$ cat config.mk
export PLATFORM = sky130hd
export DESIGN_NAME = desc_dma
export DESIGN_NICKNAME = d
export VERILOG_FILES = /design/src/rtl/desc_dma_pkg.sv /design/src/rtl/desc_dma_dp.sv /design/src/rtl/desc_dma_ctrl.sv /design/src/rtl/desc_dma.sv
export SDC_FILE = /design/constraint.sdc
export NUM_CORES = 1
export LEC_CHECK = 0
export BUFFER_PORTS_ARGS = -buffer_cell sky130_fd_sc_hd__buf_2
export CORE_MARGIN = 2
export CORE_UTILIZATION = 55
export DETAILED_ROUTE_END_ITERATION = 8
export PLACE_DENSITY = 0.87
export SETUP_SLACK_MARGIN = 0.2
export SYNTH_ARGS = -nofsm -noshare
export SYNTH_HDL_FRONTEND = slang
export SYNTH_SLANG_ARGS = --single-unit
$ cat constraint.sdc
create_clock -name clk -period 2.8 [get_ports clk]
set_clock_uncertainty 0.2 [all_clocks]
set_input_delay 0.56 -clock clk [delete_from_list [all_inputs] [get_ports clk]]
set_output_delay 0.56 -clock clk [all_outputs]
set_load 0.005 [all_outputs]
$ cat src/rtl/desc_dma_pkg.sv
package desc_dma_pkg;

  typedef struct packed {
    logic wrap;
    logic cont;
    logic last;
    logic intr;
    logic valid;
  } descFlags_t;

  typedef struct packed {
    logic load;
    logic step;
    logic clrValid;
    logic finalCyc;
  } dpStrobe_t;

  typedef enum logic [1:0] {
    ST_IDLE,
    ST_FETCH,
    ST_XFER,
    ST_DONE
  } chState_t;

endpackage

$ cat src/rtl/desc_dma_dp.sv
module desc_dma_dp
  import desc_dma_pkg::*;
#(
  parameter int DW     = 32,
  parameter int AW     = 8,
  parameter int CW     = 8,
  parameter int DEPTH  = 4,
  parameter int IW     = 2,
  parameter int DESC_W = 29
) (
  input  logic              clk,
  input  logic              rstN,
  input  dpStrobe_t         strb,
  input  logic [IW-1:0]     idx,
  input  logic              descWrEn,
  input  logic [IW-1:0]     descWrIdx,
  input  logic [DESC_W-1:0] descWrData,
  input  logic [IW-1:0]     descRdIdx,
  output logic [DESC_W-1:0] descRdData,
  output descFlags_t        entFlags,
  output logic [CW-1:0]     entCount,
  input  logic [2:0]        srcFc,
  input  logic [2:0]        dstFc,
  input  logic [1:0]        byteOrder,
  output logic              srcRdEn,
  output logic [AW-1:0]     srcAddr,
  output logic [3:0]        srcAt,
  input  logic [DW-1:0]     srcData,
  output logic              dstWrEn,
  output logic [AW-1:0]     dstAddr,
  output logic [3:0]        dstAt,
  output logic [DW-1:0]     dstData
);

  localparam int NB      = DW / 8;
  localparam int CNT_LO  = 5;
  localparam int SRC_LO  = CNT_LO + CW;
  localparam int DST_LO  = SRC_LO + AW;

  logic [DESC_W-1:0] tbl [DEPTH];
  logic [AW-1:0]     srcPtr;
  logic [AW-1:0]     dstPtr;
  logic [1:0]        boCur;
  logic [DW-1:0]     swapped;

  // descriptor table: channel write-back first, software write has priority
  always_ff @(posedge clk) begin
    if (!rstN) begin
      for (int i = 0; i < DEPTH; i++) tbl[i] <= '0;
    end else begin
      if (strb.clrValid) tbl[idx][0] <= 1'b0;
      if (descWrEn) tbl[descWrIdx] <= descWrData;
    end
  end

  assign descRdData = tbl[descRdIdx];
  assign entFlags   = descFlags_t'(tbl[idx][4:0]);
  assign entCount   = tbl[idx][CNT_LO +: CW];

  // address pointers and byte order, captured per descriptor
  always_ff @(posedge clk) begin
    if (!rstN) begin
      srcPtr <= '0;
      dstPtr <= '0;
      boCur  <= 2'b10;
    end else if (strb.load) begin
      srcPtr <= tbl[idx][SRC_LO +: AW];
      dstPtr <= tbl[idx][DST_LO +: AW];
      boCur  <= byteOrder;
    end else if (strb.step) begin
      srcPtr <= srcPtr + 1'b1;
      dstPtr <= dstPtr + 1'b1;
    end
  end

  for (genvar b = 0; b < NB; b++) begin : g_swap
    assign swapped[8*b +: 8] = srcData[8*(NB-1-b) +: 8];
  end

  assign srcRdEn = strb.step;
  assign dstWrEn = strb.step;
  assign srcAddr = srcPtr;
  assign dstAddr = dstPtr;
  assign dstData = (boCur == 2'b01) ? swapped : srcData;

  always_comb begin
    srcAt = 4'h0;
    dstAt = 4'h0;
    if (strb.step) begin
      srcAt = strb.finalCyc ? 4'hF : {1'b1, srcFc};
      dstAt = strb.finalCyc ? 4'hF : {1'b1, dstFc};
    end
  end

  AST_CLR_VALID: assert property (@(posedge clk) disable iff (!rstN)
    strb.clrValid && !(descWrEn && descWrIdx == idx) |=> !tbl[$past(idx)][0]);
  AST_ADDR_STEP: assert property (@(posedge clk) disable iff (!rstN)
    strb.step && !strb.load |=> (srcAddr == $past(srcAddr) + 1'b1) && (dstAddr == $past(dstAddr) + 1'b1));
  AST_BO_HOLD: assert property (@(posedge clk) disable iff (!rstN)
    strb.step && $past(strb.step) |-> $stable(boCur));
  AST_AT_MARK: assert property (@(posedge clk) disable iff (!rstN)
    srcRdEn |-> srcAt[3] && dstAt[3]);

endmodule

$ cat src/rtl/desc_dma_ctrl.sv
module desc_dma_ctrl
  import desc_dma_pkg::*;
#(
  parameter int CW    = 8,
  parameter int DEPTH = 4,
  parameter int IW    = 2
) (
  input  logic          clk,
  input  logic          rstN,
  input  logic          start,
  input  descFlags_t    entFlags,
  input  logic [CW-1:0] entCount,
  input  logic [1:0]    evtMask,
  input  logic [1:0]    evtClr,
  output dpStrobe_t     strb,
  output logic [IW-1:0] idx,
  output logic [1:0]    evtStatus,
  output logic          irq,
  output logic          busy
);

  chState_t      state;
  logic [CW-1:0] rem;
  logic          curIntr;
  logic          curLast;
  logic          curCont;
  logic          curWrap;
  logic [1:0]    evt;

  always_comb begin
    strb = '0;
    unique case (state)
      ST_FETCH: strb.load = entFlags.valid;
      ST_XFER: begin
        strb.step     = 1'b1;
        strb.finalCyc = curLast && (rem == CW'(1));
      end
      ST_DONE:  strb.clrValid = !curCont;
      default:  ;
    endcase
  end

  always_ff @(posedge clk) begin
    if (!rstN) begin
      state   <= ST_IDLE;
      idx     <= '0;
      rem     <= '0;
      curIntr <= 1'b0;
      curLast <= 1'b0;
      curCont <= 1'b0;
      curWrap <= 1'b0;
    end else begin
      unique case (state)
        ST_IDLE: if (start) state <= ST_FETCH;
        ST_FETCH: begin
          if (!entFlags.valid) begin
            state <= ST_IDLE;
          end else begin
            curIntr <= entFlags.intr;
            curLast <= entFlags.last;
            curCont <= entFlags.cont;
            curWrap <= entFlags.wrap;
            rem     <= entCount;
            state   <= (entCount == '0) ? ST_DONE : ST_XFER;
          end
        end
        ST_XFER: begin
          rem <= rem - 1'b1;
          if (rem == CW'(1)) state <= ST_DONE;
        end
        ST_DONE: begin
          if (curWrap || idx == IW'(DEPTH - 1)) idx <= '0;
          else idx <= idx + 1'b1;
          state <= curLast ? ST_IDLE : ST_FETCH;
        end
        default: state <= ST_IDLE;
      endcase
    end
  end

  // sticky events, set wins over a same-cycle clear
  always_ff @(posedge clk) begin
    if (!rstN) begin
      evt <= '0;
    end else begin
      evt <= (evt & ~evtClr) |
             ((state == ST_DONE) ? {curLast, curIntr} : 2'b00);
    end
  end

  assign evtStatus = evt;
  assign irq       = |(evt & evtMask);
  assign busy      = (state != ST_IDLE);

  AST_AD_EVT: assert property (@(posedge clk) disable iff (!rstN)
    state == ST_DONE && curIntr |=> evtStatus[0]);
  AST_DONE_EVT: assert property (@(posedge clk) disable iff (!rstN)
    state == ST_DONE && curLast |=> evtStatus[1] && !busy);
  AST_STOP_INVALID: assert property (@(posedge clk) disable iff (!rstN)
    state == ST_FETCH && !entFlags.valid |=> !busy && $stable(idx));
  AST_WRAP_IDX: assert property (@(posedge clk) disable iff (!rstN)
    state == ST_DONE && curWrap |=> idx == '0);
  AST_ZERO_CNT: assert property (@(posedge clk) disable iff (!rstN)
    state == ST_FETCH && entFlags.valid && entCount == '0 |=> state == ST_DONE);
  AST_EVT_STICKY: assert property (@(posedge clk) disable iff (!rstN)
    evtStatus[0] && !evtClr[0] |=> evtStatus[0]);

endmodule

$ cat src/rtl/desc_dma.sv
module desc_dma
  import desc_dma_pkg::*;
#(
  parameter int DW    = 32,
  parameter int AW    = 8,
  parameter int CW    = 8,
  parameter int DEPTH = 4,
  localparam int IW     = (DEPTH > 1) ? $clog2(DEPTH) : 1,
  localparam int DESC_W = 5 + CW + 2 * AW
) (
  input  logic              clk,
  input  logic              rstN,
  input  logic              start,
  input  logic              descWrEn,
  input  logic [IW-1:0]     descWrIdx,
  input  logic [DESC_W-1:0] descWrData,
  input  logic [IW-1:0]     descRdIdx,
  output logic [DESC_W-1:0] descRdData,
  input  logic [2:0]        srcFc,
  input  logic [2:0]        dstFc,
  input  logic [1:0]        byteOrder,
  input  logic [1:0]        evtMask,
  input  logic [1:0]        evtClr,
  output logic [1:0]        evtStatus,
  output logic              irq,
  output logic              busy,
  output logic              srcRdEn,
  output logic [AW-1:0]     srcAddr,
  output logic [3:0]        srcAt,
  input  logic [DW-1:0]     srcData,
  output logic              dstWrEn,
  output logic [AW-1:0]     dstAddr,
  output logic [3:0]        dstAt,
  output logic [DW-1:0]     dstData
);

  dpStrobe_t     strb;
  logic [IW-1:0] idx;
  descFlags_t    entFlags;
  logic [CW-1:0] entCount;

  desc_dma_ctrl #(.CW(CW), .DEPTH(DEPTH), .IW(IW)) u_ctrl (
    .clk(clk), .rstN(rstN), .start(start),
    .entFlags(entFlags), .entCount(entCount),
    .evtMask(evtMask), .evtClr(evtClr),
    .strb(strb), .idx(idx),
    .evtStatus(evtStatus), .irq(irq), .busy(busy)
  );

  desc_dma_dp #(.DW(DW), .AW(AW), .CW(CW), .DEPTH(DEPTH), .IW(IW), .DESC_W(DESC_W)) u_dp (
    .clk(clk), .rstN(rstN), .strb(strb), .idx(idx),
    .descWrEn(descWrEn), .descWrIdx(descWrIdx), .descWrData(descWrData),
    .descRdIdx(descRdIdx), .descRdData(descRdData),
    .entFlags(entFlags), .entCount(entCount),
    .srcFc(srcFc), .dstFc(dstFc), .byteOrder(byteOrder),
    .srcRdEn(srcRdEn), .srcAddr(srcAddr), .srcAt(srcAt), .srcData(srcData),
    .dstWrEn(dstWrEn), .dstAddr(dstAddr), .dstAt(dstAt), .dstData(dstData)
  );

endmodule

== Yosys cells after proc, flatten, opt, wreduce, memory -nomap -nowiden ==
Memories as Yosys holds them, arrays and structs flattened. A register that Yosys moved wholly into a read port is not among the register bits.
Cells that the tools add are included.

* Reduce and logical (&&, ||, !) cells: 14
* Muxes and demuxes: 38
* Equal/unequal tests: 9
* Add/sub/neg operators: 4
* Bitwise logic cells: 4

{| class="wikitable"
|+ Operators with widths
! kind !! number
|-
| 2-to-1 mux 29 bit || 2
|-
| OR reduction 29 bit || 2
|-
| 2-to-1 mux 8 bit || 5
|-
| 2-to-1 mux 32 bit || 1
|-
| 2-to-1 mux 2 bit || 10
|-
| adder 8 x 1 -> 8 bit, second input constant || 2
|-
| one-hot mux 8 bit (2 select lines) || 1
|-
| 2-to-1 mux 1 bit || 14
|-
| == test 8 x 1 -> 1 bit, second input constant || 1
|-
| logical NOT 8 bit || 1
|-
| 2-to-1 mux 4 bit || 2
|-
| one-hot mux 2 bit (4 select lines) || 1
|-
| subtractor 8 x 1 -> 8 bit, second input constant || 1
|-
| == test 2 bit, second input constant || 3
|-
| 2-to-1 mux 3 bit || 2
|-
| AND reduction 2 bit || 3
|-
| nonzero test 2 bit || 3
|-
| bitwise AND 2 bit || 2
|-
| == test 2 x 1 -> 1 bit, second input constant || 2
|-
| inequality test 2 x 1 -> 1 bit, second input constant || 2
|-
| adder 2 x 1 -> 2 bit, second input constant || 1
|-
| logical NOT 2 bit || 1
|-
| inequality test 2 bit, second input constant || 1
|-
| inverter 2 bit || 1
|-
| other kinds (5) || 5
|}

* Memories: 1
* Flip-flop bits (word level): 36
* Word-level logic and storage cells: 81
* RAM bits: 116

{| class="wikitable"
|+ Memory list
! name !! depth !! bits a word !! rd ports !! clocked after Yosys merged registers in !! write ports !! RTL line !! text
|-
| u_dp.tbl || 4 || 29 || 2 || 1 || 4 || desc_dma_dp.sv:40 || <nowiki>logic [DESC_W-1:0] tbl [DEPTH];</nowiki>
|}

== Depth between registers and ports, before layout ==
Gate-level depths: netlist (run 1).

* Depth after elaboration: 7
* Mapped depth: 7

== Modules after synthesis ==
Synthesis (run 1) repeated with hierarchy kept, for this count alone.

* Cell total of the unflattened synthesis: 666
* Area total of the unflattened synthesis: 8169.1 µm²

{| class="wikitable"
|+ By module, submodules not included
! module !! sequential area each (µm²) !! area an instance (µm²) !! instances !! cells an instance
|-
| desc_dma_dp || 3843.7 || 7253.2 || 1 || 557
|-
| desc_dma_ctrl || 360.3 || 915.9 || 1 || 109
|}

== Least setup slack after synthesis (run 1) ==
Ideal clock, no wire load.

* Kind: input to output
* Start: input descRdIdx[0]
* End: output descRdData[18]
* Required time: 2040 ps
* Data arrival time: 1699 ps
* Stages on the path: 3
* Slack: 341 ps
* Cell sequence: buf_2 -> buf_2 -> mux4_2

* Word-level cells in the longest chain between the ends: 1

{| class="wikitable"
|+ RTL lines
! item !! RTL line !! text
|-
| from (decl) || desc_dma.sv:17 || <nowiki>input logic [IW-1:0] descRdIdx,</nowiki>
|-
| memory read (4 x 29 bit) || - ||
|-
| to (decl) || desc_dma.sv:18 || <nowiki>output logic [DESC_W-1:0] descRdData,</nowiki>
|}

No other way between the ends.

== Final worst setup path (run 1) ==
* Start: register u_ctrl.rem[4]
* End: output srcAt[0]

* Word-level cells in the longest chain between the ends: 5

{| class="wikitable"
|+ RTL lines
! item !! RTL line !! text
|-
| from (decl) || desc_dma_ctrl.sv:23 || <nowiki>logic [CW-1:0] rem;</nowiki>
|-
| from (signal assigned) || desc_dma_ctrl.sv:63 || <nowiki>rem <= entCount;</nowiki>
|-
| from (signal assigned) || desc_dma_ctrl.sv:68 || <nowiki>rem <= rem - 1'b1;</nowiki>
|-
| == test 8 x 1 -> 1 bit || desc_dma_ctrl.sv:36 || <nowiki>strb.finalCyc = curLast && (rem == CW'(1));</nowiki>
|-
| logical AND 1 bit || desc_dma_ctrl.sv:36 ||
|-
| 2-to-1 mux 1 bit || desc_dma_ctrl.sv:32 || <nowiki>unique case (state)</nowiki>
|-
| 2-to-1 mux 3 bit || desc_dma_dp.sv:90 || <nowiki>srcAt = strb.finalCyc ? 4'hF : {1'b1, srcFc};</nowiki>
|-
| 2-to-1 mux 4 bit || desc_dma_dp.sv:89 || <nowiki>if (strb.step) begin</nowiki>
|-
| to (decl) || desc_dma.sv:29 || <nowiki>output logic [3:0] srcAt,</nowiki>
|}

No other way between the ends.

==> results.md, run 1 <==
Run status:
- The flow ran to the end, and the final reports show no timing, DRC or antenna violations.

Die:
- The number of I/O pins is between 150 and 200.
- The die is 125 microns wide.
- The die is roughly 120 microns tall.
- The core area is 14400 sq um.
- The starting utilization of the core area is 0.558.
- The count of standard-cell rows is 44.
- The floorplan step defined a die boundary enclosing about 16000 sq um.

Clock network:
- For the worst-skew pair, the clock arrives at the later sink with an insertion delay of 0.41 ns.
- The clock edge transition at the registers on the reported setup and hold paths is around 0.060 ns.
- The H-tree depth is 4.
- TritonCTS created 17 clock buffers.
- The clock passes through at most 2 buffers.
- The clock tree root driver cell is sky130_fd_sc_hd__clkbuf_16.
- In this run, post-CTS hold repair placed 0 buffers.
- The number of sinks handled by clock tree synthesis is 154.
- TritonCTS built the clock tree.

Global route:
- The met3 layer usage reported by global route is 0.0657.
- The met2 routing resource usage after global routing is 0.464.
- The first global-routing pass estimated 32.9 mm of wire.
- In the global route stage, overall resource usage came out at 0.272.
- The total overflow reported by the global router is 0.
- The number of antenna violations at the first check in global routing came to 2.
- The maximum number of pins on one net before global-route repair is 37.
- The met1 usage in global routing is 0.342.
- After global routing, the most crowded layer is met2.
- The via count of the first global-routing pass came to around 6100.

STA:
- The final number of setup-violating endpoints is 0.
- Setup total negative slack on the finished layout was measured at 0 ns.
- The hold violation count in the final report was 0.
- For the pin with the worst max-slew slack, the measured transition is ~0.65 ns.
- Static timing analysis puts the maximum clock frequency at about 360 MHz.
- The worst pin sits at a relative slew slack of 0.564.
- Subtracting the final worst setup slack from the clock period gives 2.78 ns.
- Across all setup checks in the final design, the least slack found is 0.0217 ns.
- The share of the cycle needed by the critical path after routing is 0.992.
- The final worst hold slack is approximately 0.18 ns.
- The number of slew-limit violations in the final report is 0.
- Setup repair after global routing could not meet its margin everywhere.

Synth:
- By area the synthesized netlist is led by sky130_fd_sc_hd__edfxtp_1, sky130_fd_sc_hd__mux4_2, sky130_fd_sc_hd__dfxtp_1, sky130_fd_sc_hd__and2_1, sky130_fd_sc_hd__nand2_1.
- Synthesis inferred 154 register bits.
- Synthesis handed over a netlist of about 650 instances.
- The number of distinct library cells after synthesis is between 50 and 60.
- The dominant register cell in the synthesized netlist is sky130_fd_sc_hd__edfxtp_1.
- The library cell with the highest instance count after synthesis is sky130_fd_sc_hd__nand2_1.
- Counting flops with a built-in enable in the synthesized netlist gives approximately 120.
- After synthesis, the most frequently instantiated cells are sky130_fd_sc_hd__nand2_1, sky130_fd_sc_hd__and2_1, sky130_fd_sc_hd__edfxtp_1.
- The portion of synthesized cell area occupied by the leading cell type is 0.435.
- The proportion of register bits with asynchronous set or reset after synthesis is 0.
- The count of yosys warnings during synthesis is 0.
- The fraction of the yosys area taken by sequential cells is 0.530.
- The cell accounting for the most synthesized area is sky130_fd_sc_hd__edfxtp_1.
- Counting every net in the synthesized netlist gives 740.
- The mapped netlist covers 8010 sq um.
- The mean instance size in the synthesized netlist is ~12 sq um.

Critical path:
- STA puts the critical path data arrival time at 2.02 ns.
- The type of the setup path with the least slack is reg2out.
- Along the worst path, the maximum fanout reaches 6.
- The capture instance of the worst register-to-register path is u_ctrl.rem[5]$_SDFFE_PN0P_.
- STA puts the critical path data required time at slightly above 2 ns.
- STA classifies the critical path startpoint as a register.
- The depth of the worst register-to-register path is 4.
- Across all register-to-register paths, the minimum setup slack is roughly 0.49 ns.
- The worst setup path is captured at an output pin.

Final layout:
- Excluding fillers, the count of instances in the completed layout stands at 1028.
- Registers take ~4300 sq um.
- The layout-stage area growth over the synthesis result is 22.3%.
- The combined area of the multi-input logic cells is 3560 sq um.
- Counting the fill cells in the layout gives 970.
- The layout net count is 914.
- The share of post-route cells with drive strength above 1 is 0.364.

Min path:
- The worst min-delay path endpoint is u_dp.boCur[1]$_SDFFE_PN1P_.
- The worst hold path passes through 3 cells.
- The startpoint of the lowest-slack hold path is byteOrder[1].
- The worst hold path belongs to the class in2reg.

Drt:
- Using the TritonRoute via totals, the vias-per-cell ratio works out to 5.85.
- The total DRC errors in the routed layout is 0.
- Once detail routing completed, the nets flagged for antenna violations numbered 0.
- After detailed routing, the average wire length per cell comes to a little under 20 microns.
- After detailed routing, the total wire length is just over 20 mm.
- The first routing iteration left ~460 violations.
- The total via count after detailed routing is ~6000.
- The first TritonRoute pass finished after 5 iterations.

Power:
- The leakage power figure is approximately 4.0 nW.
- Across the VDD grid, the largest voltage drop is a little over 0.4 mV.
- Power spread over the standard cell area amounts to 588 nW/um^2.
- The completed layout was analyzed and its total power is 0.00576 W.

Placement:
- The half-perimeter wire length of the detailed placement result is between 10 and 15 mm.
- The final estimated routing congestion in global placement is about 0.83.
- The placed cell count is between 900 and 1000.
- Before CTS, the worst setup slack after placement is 0.273 ns.
- The number of I/O port buffers is between 150 and 200.

Flow run:
- Across the run, the number of max-cap violations was 0.
critical path, cell delays in order (launching register included):
cell and delay, ns:
sky130_fd_sc_hd__dfxtp_2 0.32, sky130_fd_sc_hd__or4_4 0.55, sky130_fd_sc_hd__nor4b_4 0.28, sky130_fd_sc_hd__and2_4 0.22, sky130_fd_sc_hd__o21a_1 0.12, sky130_fd_sc_hd__buf_2 0.10
registers in the layout (all words and copies together) (netlist names), 2 cells and up, named ones only:
register / flops
u_dp.boCur: 2
u_ctrl.rem: 8
u_ctrl.idx: 2
u_dp.tbl: 116
u_dp.srcAddr: 8
u_ctrl.evtStatus: 2
u_dp.dstAddr: 8
worst max-delay path by stage:
| stage | start | end | slack (ns) | cells after the start |
|---|---|---|---|---|
| 2_1_floorplan | descRdIdx[0] | descRdData[18] | 0.34 | 3 |
| 3_3_place_gp | u_ctrl.rem[3]$_SDFFE_PN0P_ | srcAt[0] | 0.32 | 5 |
| 3_5_place_dp | u_ctrl.rem[3]$_SDFFE_PN0P_ | dstAt[0] | 0.27 | 5 |
| 4_1_cts | u_ctrl.rem[6]$_SDFFE_PN0P_ | dstAt[1] | -0.01 | 5 |
| 5_1_grt | u_ctrl.rem[4]$_SDFFE_PN0P_ | srcAt[0] | -0.07 | 5 |
| 6_report | u_ctrl.rem[4]$_SDFFE_PN0P_ | srcAt[0] | 0.02 | 5 |
stage by stage:
step | cell area, sq um | utilization
after floorplan | 8010 | -
after global placement | 9110 | 0.634
after detailed placement | 9110 | 0.634
after CTS | 9780 | 0.681
after global routing | 9800 | 0.682
final | 9800 | 0.682
layout make-up:
cell class / count / area share
Clock inverter: 6 / 0.00396
Multi-Input combinational cell: 448 / 0.363
Tap cell: 184 / 0.0235
Inverter: 5 / 0.00191
Antenna cell: 3 / 0.000766
Clock buffer: 26 / 0.0601
Timing Repair Buffer: 202 / 0.114
Sequential cell: 154 / 0.434
routing by layer:
layer,share of wire,vias up
li1,-,2738
met1,0.39,2910
met2,0.51,331
met3,0.085,32
met4,0.022,0
met5,0,-
cells by family after synthesis:
family,Yosys count,share of synthesized area
and+or+nand+nor,314,0.204
AOI/OAI and AO/OA,59,0.0511
adders and majority gates,5,0.00781
xor gates and xnor gates,11,0.0120
DFF,154,0.530
buffers and inverters,52,0.0303
muxes,59,0.166
layout by cell type (no fill, tap or decap), drive strengths merged, types with 2 or more instances in the layout:
master and count:
a211oi 9, a21o 2, a21oi 15, a221oi 4
a22oi 3, a31oi 5, and2 120, and3 4
buf 202, clkbuf 26, clkinv 3, dfxtp 38
diode 3, edfxtp 116, ha 5, inv 7
mux4 58, nand2 122, nand2b 10, nand3 6
nand3b 2, nand4 5, nor2 23, nor2b 2
nor3 7, nor3b 2, nor4 2, o21a 8
o21ai 3, o21bai 2, o2bb2ai 2, or4 3
xnor2 5, xor2 6
where the power goes:
part           total [W]  switching (W)  internal (W)
Sequential       0.00272       0.000107       0.00261
Combinational   0.000684       0.000335      0.000349
Clock            0.00236       0.000895       0.00146
Total            0.00576        0.00134       0.00442
repair_timing:
item                       4_1_cts  5_1_grt
resized for setup                6        1
buffers inserted                 4        2
setup endpoints to repair        6       10
hold endpoints to repair         0        0
cloned                           0        0
pin swaps                        7        7
(Power assumes the default switching activity.)
==> run 2, diff against run 1 <==
--- a/config.mk
+++ b/config.mk
@@ -7,9 +7,9 @@
 export LEC_CHECK = 0
 export BUFFER_PORTS_ARGS = -buffer_cell sky130_fd_sc_hd__buf_2
 export CORE_MARGIN = 2
-export CORE_UTILIZATION = 55
+export CORE_UTILIZATION = 50
 export DETAILED_ROUTE_END_ITERATION = 8
-export PLACE_DENSITY = 0.87
+export PLACE_DENSITY = 0.84
 export SETUP_SLACK_MARGIN = 0.2
 export SYNTH_ARGS = -nofsm -noshare
 export SYNTH_HDL_FRONTEND = slang
==> constraint.sdc (replaced) <==
create_clock -name clk -period 2.35 [get_ports clk]
set_clock_uncertainty 0.2 [all_clocks]
set_input_delay 0.47 -clock clk [delete_from_list [all_inputs] [get_ports clk]]
set_output_delay 0.47 -clock clk [all_outputs]
set_load 0.005 [all_outputs]
==> run 2 against run 1 <==
The flow now finishes with violations (setup timing). Utilization is 1.6 points lower. Clock-buffer cell count shrank 8. Combinational power increased by 40%. First-iteration DRC count decreased by 4.8%. Die area up 9.7%. Design area up 7.1%. Register-to-register slack worse by 0.20 ns. Critical endpoint is now dstAt[0]. Critical path type unchanged.
==> results.md, run 2 (synthesis results as in run 1) <==
Run status:
- Run status: complete, but fails checks (was finished clean).
- The final reports fail on setup timing.

STA:
- RSZ-0062 raised after global routing: yes (unchanged).
- The number of slew-limit violations in the final report is 0 (unchanged).
- Of the available clock period, the critical path in the final layout requires 1.14.
- The relative max-transition margin is 0.550 (was 0.564).
- Subtracting the final worst setup slack from the clock period gives roughly 2.7 ns.
- The setup total negative slack is -1.88 ns (was 0 ns).
- The pin slew with the least headroom to its limit is 0.675 ns (was 0.654 ns).
- The final worst-path setup slack was -0.322 ns (was 0.0217 ns).
- The hold violation count in the final report came to 0 (unchanged).
- The final number of setup-violating endpoints came to 6 (was 0).
- Based on the critical path, the design can be clocked at up to around 370 MHz.

Drt:
- The total wire length came to 21.7 mm (was 20.4 mm).
- The total via count after detailed routing is 6149 (was 6011).
- The per-cell via count in the routed design is 5.64 (was 5.85).
- The total DRC errors in the routed layout is 0 (unchanged).
- The initial detailed-routing violation count came to 436 (was 458).
- The number of iterations in the first detailed-routing pass came to 4 (was 5).
- The number of routed nets with antenna violations is 0 (unchanged).
- The final routed wire length divided by cell count is 19.9 microns (about the same).

Power:
- The relative contribution of the clock network to total power was 0.384 (was 0.409).
- The switching fraction of total power is 0.239 (was 0.232).
- The relative contribution of combinational cells to total power is 0.141 (was 0.119).
- The largest voltage drop on the vdd net was 0.522 mV (was 0.404 mV).
- The net switching power is 0.00163 W (was 0.00134 W).
- The internal portion of total power came to 0.00516 W (was 0.00442 W).
- The leakage power figure was 4.29 nW (was 3.97 nW).
- The power density of the placed cells is 646 nW/um^2 (was 588 nW/um^2).
- The fraction of power consumed by sequential logic is 0.476 (was 0.472).

Final layout:
- The number of non-filler instances in the completed layout is 1091 (was 1028).
- The layout-stage area growth over the synthesis result is 31.0% (was 22.3%).
- The most frequent standard cell in the layout excluding fill and tap cells was sky130_fd_sc_hd__buf_2 (unchanged).
- The layout net count came to 946 (was 914).
- The final-layout fill cell count was 1145 (was 970).
- The number of flip-flops in the largest register is 116 (unchanged).
- Top library cells by usage in the layout, fill and taps aside: sky130_fd_sc_hd__buf_2, sky130_fd_sc_hd__and2_1, sky130_fd_sc_hd__edfxtp_1 (was sky130_fd_sc_hd__buf_2, sky130_fd_sc_hd__nand2_1, sky130_fd_sc_hd__and2_1).
- The largest register by flop count is u_dp.tbl (unchanged).
- The share of post-route cells with drive strength above 1 was 0.424 (was 0.364).

Critical path:
- The setup slack of the worst register-to-register path came to 0.29 ns (was 0.49 ns).
- The type of the setup path with the least slack is reg2out (unchanged).
- The critical-path maximum fanout came to 6 (unchanged).
- The depth of the worst register-to-register path is 5 (was 4).
- The required time of the worst setup path is 1.68 ns (was 2.04 ns).
- The category of the worst setup path capture point is an output pin (unchanged).
- The end of the critical path was dstAt[0] (was srcAt[0]).
- The type of origin of the critical path was a register (unchanged).
- The capture instance of the worst register-to-register path is u_ctrl.state[0]$_SDFFE_PN0P_ (was u_ctrl.rem[5]$_SDFFE_PN0P_).
- The launching element of the worst setup path is u_ctrl.rem[3]$_SDFFE_PN0P_ (was u_ctrl.rem[4]$_SDFFE_PN0P_).
- The arrival time of data at the critical path endpoint is 2.00 ns (was 2.02 ns).

Die:
- The die height is 131 microns (was 125 microns).
- The core area is 15800 sq um (was 14400 sq um).
- The area of the die is 17100 sq um (was 15600 sq um).
- The starting utilization of the core area came to 0.508 (was 0.558).
- The horizontal die dimension is 131 microns (was 125 microns).
- The count of standard-cell rows is 46 (was 44).
- The number of I/O pins is 172 (unchanged).

Clock network:
- The clock tree root driver cell was sky130_fd_sc_hd__clkbuf_16 (unchanged).
- The H-tree depth came to 4 (unchanged).
- The number of sinks handled by clock tree synthesis came to 154 (unchanged).
- The clock tree from TritonCTS is done (unchanged).
- The clock insertion delay at the later pin of the skew report is 0.42 ns (was 0.41 ns).
- The clock edge transition at the registers on the reported setup and hold paths is 0.06 ns (about the same).
- The buffer levels on the longest clock path is 2 (unchanged).
- The total clock buffers created by CTS is 17 (unchanged).

Min path:
- The class of the most critical hold timing path is in2reg (unchanged).

Global route:
- The number of antenna violations at the first check in global routing is 1 (was 2).
- The overall routing resource usage came to 0.254 (was 0.272).
- The global-route wire length before repair is 32.0 mm (was 32.9 mm).
- The busiest layer in global routing is met2 (unchanged).
- The via count of the first global-routing pass came to 5937 (was 6131).
- The maximum number of pins on one net before global-route repair is 33 (was 37).
- The met2 routing resource usage after global routing is 0.442 (was 0.464).
- The total overflow reported by the global router was 0 (unchanged).
- The met1 usage in global routing is 0.310 (was 0.342).
- The met3 layer usage reported by global route is 0.0619 (was 0.0657).

Placement:
- The final estimated routing congestion in global placement is 0.837 (was 0.832).
- The number of I/O port buffers is 171 (unchanged).
- The placed cell count is 1029 (was 987).
- The half-perimeter wire length of the detailed placement result is 14.3 mm (was 13.6 mm).

Flow run:
- The max-capacitance violation count is 0 (unchanged).
[run 2: layer usage]
layer  wire [microns]  share of wire
met2            11100           0.51
met4              486          0.022
met5                0              0
met3             1890          0.087
met1             8220           0.38
[run 2: area by class of cell]
type                            instances  area (sq um)  share of cell area
Timing Repair Buffer                  233          1660               0.158
Antenna cell                            2          5.00            0.000477
Sequential cell                       154          4250               0.405
Multi-Input combinational cell        448          3730               0.355
Tap cell                              216           270              0.0257
Clock inverter                         14           130              0.0124
Timing Repair inverter                  1          7.51            0.000715
Inverter                                5          22.5             0.00214
Clock buffer                           18           429              0.0409
[run 2: how the worst min path moves through the flow]
stage                                           start                     endpoint  cells past startpoint
after global routing                     byteOrder[1]   u_dp.boCur[1]$_SDFFE_PN1P_                      3
after global placement    u_ctrl.curIntr$_SDFFE_PN0P_  u_ctrl.curIntr$_SDFFE_PN0P_                      2
after floorplan           u_ctrl.curIntr$_SDFFE_PN0P_  u_ctrl.curIntr$_SDFFE_PN0P_                      2
after detailed placement  u_ctrl.curIntr$_SDFFE_PN0P_  u_ctrl.curIntr$_SDFFE_PN0P_                      2
final                                    byteOrder[1]   u_dp.boCur[1]$_SDFFE_PN1P_                      3
after CTS                                byteOrder[1]   u_dp.boCur[1]$_SDFFE_PN1P_                      3
[run 2: what timing repair did]
| action | 4_1_cts | 5_1_grt |
|---|---|---|
| gates cloned | 2 | 4 |
| pin swaps | 3 | 28 |
| gates resized for setup | 12 | 68 |
| hold buffers | 0 | 0 |
| endpoints found under the setup margin | 47 | 66 |
| buffers inserted | 9 | 13 |
[run 2: worst max-delay path, stage by stage (launching register included)]
cell	delay, ns
sky130_fd_sc_hd__dfxtp_2	0.32
sky130_fd_sc_hd__or4_4	0.55
sky130_fd_sc_hd__nor4b_4	0.28
sky130_fd_sc_hd__and2_4	0.22
sky130_fd_sc_hd__o21a_1	0.11
sky130_fd_sc_hd__buf_2	0.10
[run 2: stage by stage]
| step | hold slack [ns] | setup WS (ns) | utilization | area [sq um] | total power, W |
|---|---|---|---|---|---|
| after global placement | 0.244 | 0.0261 | 0.592 | 9330 | 0.00408 |
| after global routing | 0.0719 | -0.417 | 0.666 | 10500 | 0.00703 |
| after CTS | 0.0485 | -0.336 | 0.637 | 10100 | 0.00674 |
| after floorplan | 0.237 | 0.165 | - | 8030 | 0.00370 |
| after detailed placement | 0.262 | -0.0132 | 0.592 | 9330 | 0.00411 |
| final | 0.0635 | -0.322 | 0.666 | 10500 | 0.00679 |
[run 2: power by group through the flow]
stage | Combinational (W) | Clock, W | Sequential, W
2_1_floorplan | 0.000457 | 0 | 0.00324
3_3_place_gp | 0.000825 | 0 | 0.00325
3_5_place_dp | 0.000838 | 0 | 0.00327
4_1_cts | 0.000887 | 0.00263 | 0.00322
5_1_grt | 0.00103 | 0.00276 | 0.00325
6_report | 0.000955 | 0.00260 | 0.00323
==> run 3, diff against run 2 <==
--- a/config.mk
+++ b/config.mk
@@ -6,6 +6,8 @@
 export NUM_CORES = 1
 export LEC_CHECK = 0
 export BUFFER_PORTS_ARGS = -buffer_cell sky130_fd_sc_hd__buf_2
+export CAP_MARGIN = 25
+export CORE_ASPECT_RATIO = 1.2
 export CORE_MARGIN = 2
 export CORE_UTILIZATION = 50
 export DETAILED_ROUTE_END_ITERATION = 8
==> run 3 against run 2 <==
Power is 1.7% higher. Worst hold slack improved by 0.0034 ns. Utilization shrank 0.50 points. Die area barely moved. Sequential cell count is the same. Via count hardly changed. Register-to-register slack got worse by 0.03 ns. Clock power grew 5%. Critical path depth is the same. Global-route usage shrank 0.42 points. Combinational power shrank 3.1%. The flow still finishes with violations (setup timing). Setup slack better by 0.049 ns.
==> results.md, run 3 (synthesis results as in run 1) <==
Clock network:
- The clock insertion delay at the later pin of the skew report is 0.42 ns (about the same).
- The H-tree depth is 4 (unchanged).
- The clock tree root driver cell is sky130_fd_sc_hd__clkbuf_16 (unchanged).
- The number of sinks handled by clock tree synthesis was 154 (unchanged).
- The total clock buffers created by CTS is 17 (unchanged).
- The buffer levels on the longest clock path is 2 (unchanged).
- The clock edge transition at the registers on the reported setup and hold paths is 0.06 ns (about the same).
- The clock tree from TritonCTS is done (unchanged).

STA:
- The time the final worst path needs with I/O delays and setup is 2.62 ns (was 2.67 ns).
- The highest achievable clock rate is 381 MHz (was 374 MHz).
- The hold violation count in the final report is 0 (unchanged).
- The final number of setup-violating endpoints is 6 (unchanged).
- The final worst hold slack is 0.0669 ns (was 0.0635 ns).
- The final worst-path setup slack was -0.274 ns (was -0.322 ns).
- The pin slew with the least headroom to its limit came to 0.456 ns (was 0.675 ns).
- The number of slew-limit violations in the final report is 0 (unchanged).
- The share of the cycle needed by the critical path after routing is 1.12 (was 1.14).
- The relative max-transition margin is 0.696 (was 0.550).
- RSZ-0062 raised after global routing: yes (unchanged).

Die:
- The die height is 143 microns (was 131 microns).
- The count of standard-cell rows is 50 (was 46).
- The horizontal die dimension came to 120 microns (was 131 microns).
- The core area is 15600 sq um (was 15800 sq um).
- The area of the die came to 17100 sq um (about the same).
- The number of I/O pins was 172 (unchanged).
- The starting utilization of the core area was 0.512 (was 0.508).

Critical path:
- The type of origin of the critical path is a register (unchanged).
- The arrival time of data at the critical path endpoint came to 1.95 ns (was 2.00 ns).
- The launching element of the worst setup path is u_ctrl.rem[3]$_SDFFE_PN0P_ (unchanged).
- The critical-path maximum fanout was 6 (unchanged).
- The type of the setup path with the least slack is reg2out (unchanged).
- The required time of the worst setup path is 1.68 ns (about the same).
- The category of the worst setup path capture point is an output pin (unchanged).

Drt:
- The final routed wire length divided by cell count came to 20.4 microns (was 19.9 microns).
- The initial detailed-routing violation count came to 402 (was 436).
- The number of iterations in the first detailed-routing pass is 5 (was 4).
- The total DRC errors in the routed layout was 0 (unchanged).
- The total via count after detailed routing came to 6152 (was 6149).
- The number of routed nets with antenna violations is 0 (unchanged).
- The per-cell via count in the routed design is 5.72 (was 5.64).
- The total wire length was 22.0 mm (was 21.7 mm).

Placement:
- The area of placed instances is 9330 sq um (unchanged).
- The final estimated routing congestion in global placement is 0.814 (was 0.837).
- The half-perimeter wire length of the detailed placement result is 14.1 mm (was 14.3 mm).
- The number of I/O port buffers is 171 (unchanged).

Final layout:
- The layout-stage area growth over the synthesis result came to 29.0% (was 31.0%).
- The register area is 4260 sq um (was 4250 sq um).
- The largest register by flop count is u_dp.tbl (unchanged).
- The combined area of the multi-input logic cells is 3590 sq um (was 3730 sq um).
- The layout net count was 939 (was 946).
- The final-layout fill cell count is 1090 (was 1145).
- The most frequent standard cell in the layout excluding fill and tap cells is sky130_fd_sc_hd__buf_2 (unchanged).
- The number of flip-flops in the largest register is 116 (unchanged).
- Top library cells by usage in the layout, fill and taps aside: sky130_fd_sc_hd__buf_2, sky130_fd_sc_hd__nand2_1, sky130_fd_sc_hd__and2_1 (was sky130_fd_sc_hd__buf_2, sky130_fd_sc_hd__and2_1, sky130_fd_sc_hd__edfxtp_1).
- The share of post-route cells with drive strength above 1 is 0.390 (was 0.424).
- The final instance area came to 10300 sq um (was 10500 sq um).

Global route:
- The total overflow reported by the global router is 0 (unchanged).
- The global-route wire length before repair came to 31.9 mm (was 32.0 mm).
- The via count of the first global-routing pass came to 5823 (was 5937).
- The maximum number of pins on one net before global-route repair is 33 (unchanged).
- The overall routing resource usage came to 0.250 (was 0.254).
- The number of antenna violations at the first check in global routing is 2 (was 1).

Power:
- The power density of the placed cells was 668 nW/um^2 (was 646 nW/um^2).
- The largest voltage drop on the vdd net is 0.397 mV (was 0.522 mV).
- The leakage power figure came to 4.17 nW (was 4.29 nW).

Min path:
- The class of the most critical hold timing path is in2reg (unchanged).
- The startpoint of the lowest-slack hold path was byteOrder[1] (unchanged).

Run status:
- Run status: complete, but fails checks (unchanged).
- Failing checks: setup timing (unchanged).

Flow run:
- The max-capacitance violation count was 0 (unchanged).
## run 3: worst paths after layout
| path | to | slack (ns) | cells past startpoint |
|---|---|---|---|
| min reg2reg | u_ctrl.curIntr$_SDFFE_PN0P_ | 0.26 | 2 |
| max | srcAt[1] | -0.27 | 5 |
| max reg2reg | u_ctrl.state[0]$_SDFFE_PN0P_ | 0.26 | 5 |
| min | u_dp.boCur[1]$_SDFFE_PN1P_ | 0.07 | 3 |
## run 3: worst max-delay path: stages (launching register included)
cell and delay, ns:
sky130_fd_sc_hd__dfxtp_1 0.31, sky130_fd_sc_hd__or4_4 0.56, sky130_fd_sc_hd__nor4b_4 0.24, sky130_fd_sc_hd__and2_4 0.21, sky130_fd_sc_hd__o21a_1 0.11, sky130_fd_sc_hd__buf_2 0.10
## run 3: layout make-up
class,instances,share of cell area
Sequential cell,154,0.412
Multi-Input combinational cell,448,0.347
Timing Repair Buffer,227,0.157
Clock buffer,19,0.0419
Tap cell,208,0.0252
Clock inverter,13,0.0145
Inverter,5,0.00218
Antenna cell,2,0.000484
## run 3: timing repair
action	4_1_cts	5_1_grt
setup endpoints to repair	45	56
pin swaps	3	0
gates cloned	2	4
setup buffers	6	11
gates resized for setup	14	23
hold buffers	0	0
## run 3: per-layer routing
metal / vias to the layer above / track usage / part of all wire
met5: - / 0 / 0
met4: 0 / 0.0892 / 0.029
met3: 42 / 0.0547 / 0.082
met2: 353 / 0.445 / 0.52
met1: 2966 / 0.299 / 0.37
li1: 2791 / - / -
## run 3: through the flow
step | TNS (ns) | worst slack [ns] | total power, W | util | std cells
2_1_floorplan | 0 | 0.165 | 0.00370 | - | 654
3_3_place_gp | 0 | 0.0470 | 0.00408 | 0.597 | 1019
3_5_place_dp | 0 | 0.0121 | 0.00412 | 0.597 | 1019
4_1_cts | -1.62 | -0.282 | 0.00685 | 0.643 | 1059
5_1_grt | -2.07 | -0.354 | 0.00711 | 0.661 | 1075
6_report | -1.59 | -0.274 | 0.00690 | 0.661 | 1076
## run 3: power by group
group          internal [W]  switching [W]
Combinational      0.000492       0.000433
Clock               0.00166        0.00108
Sequential          0.00311       0.000123
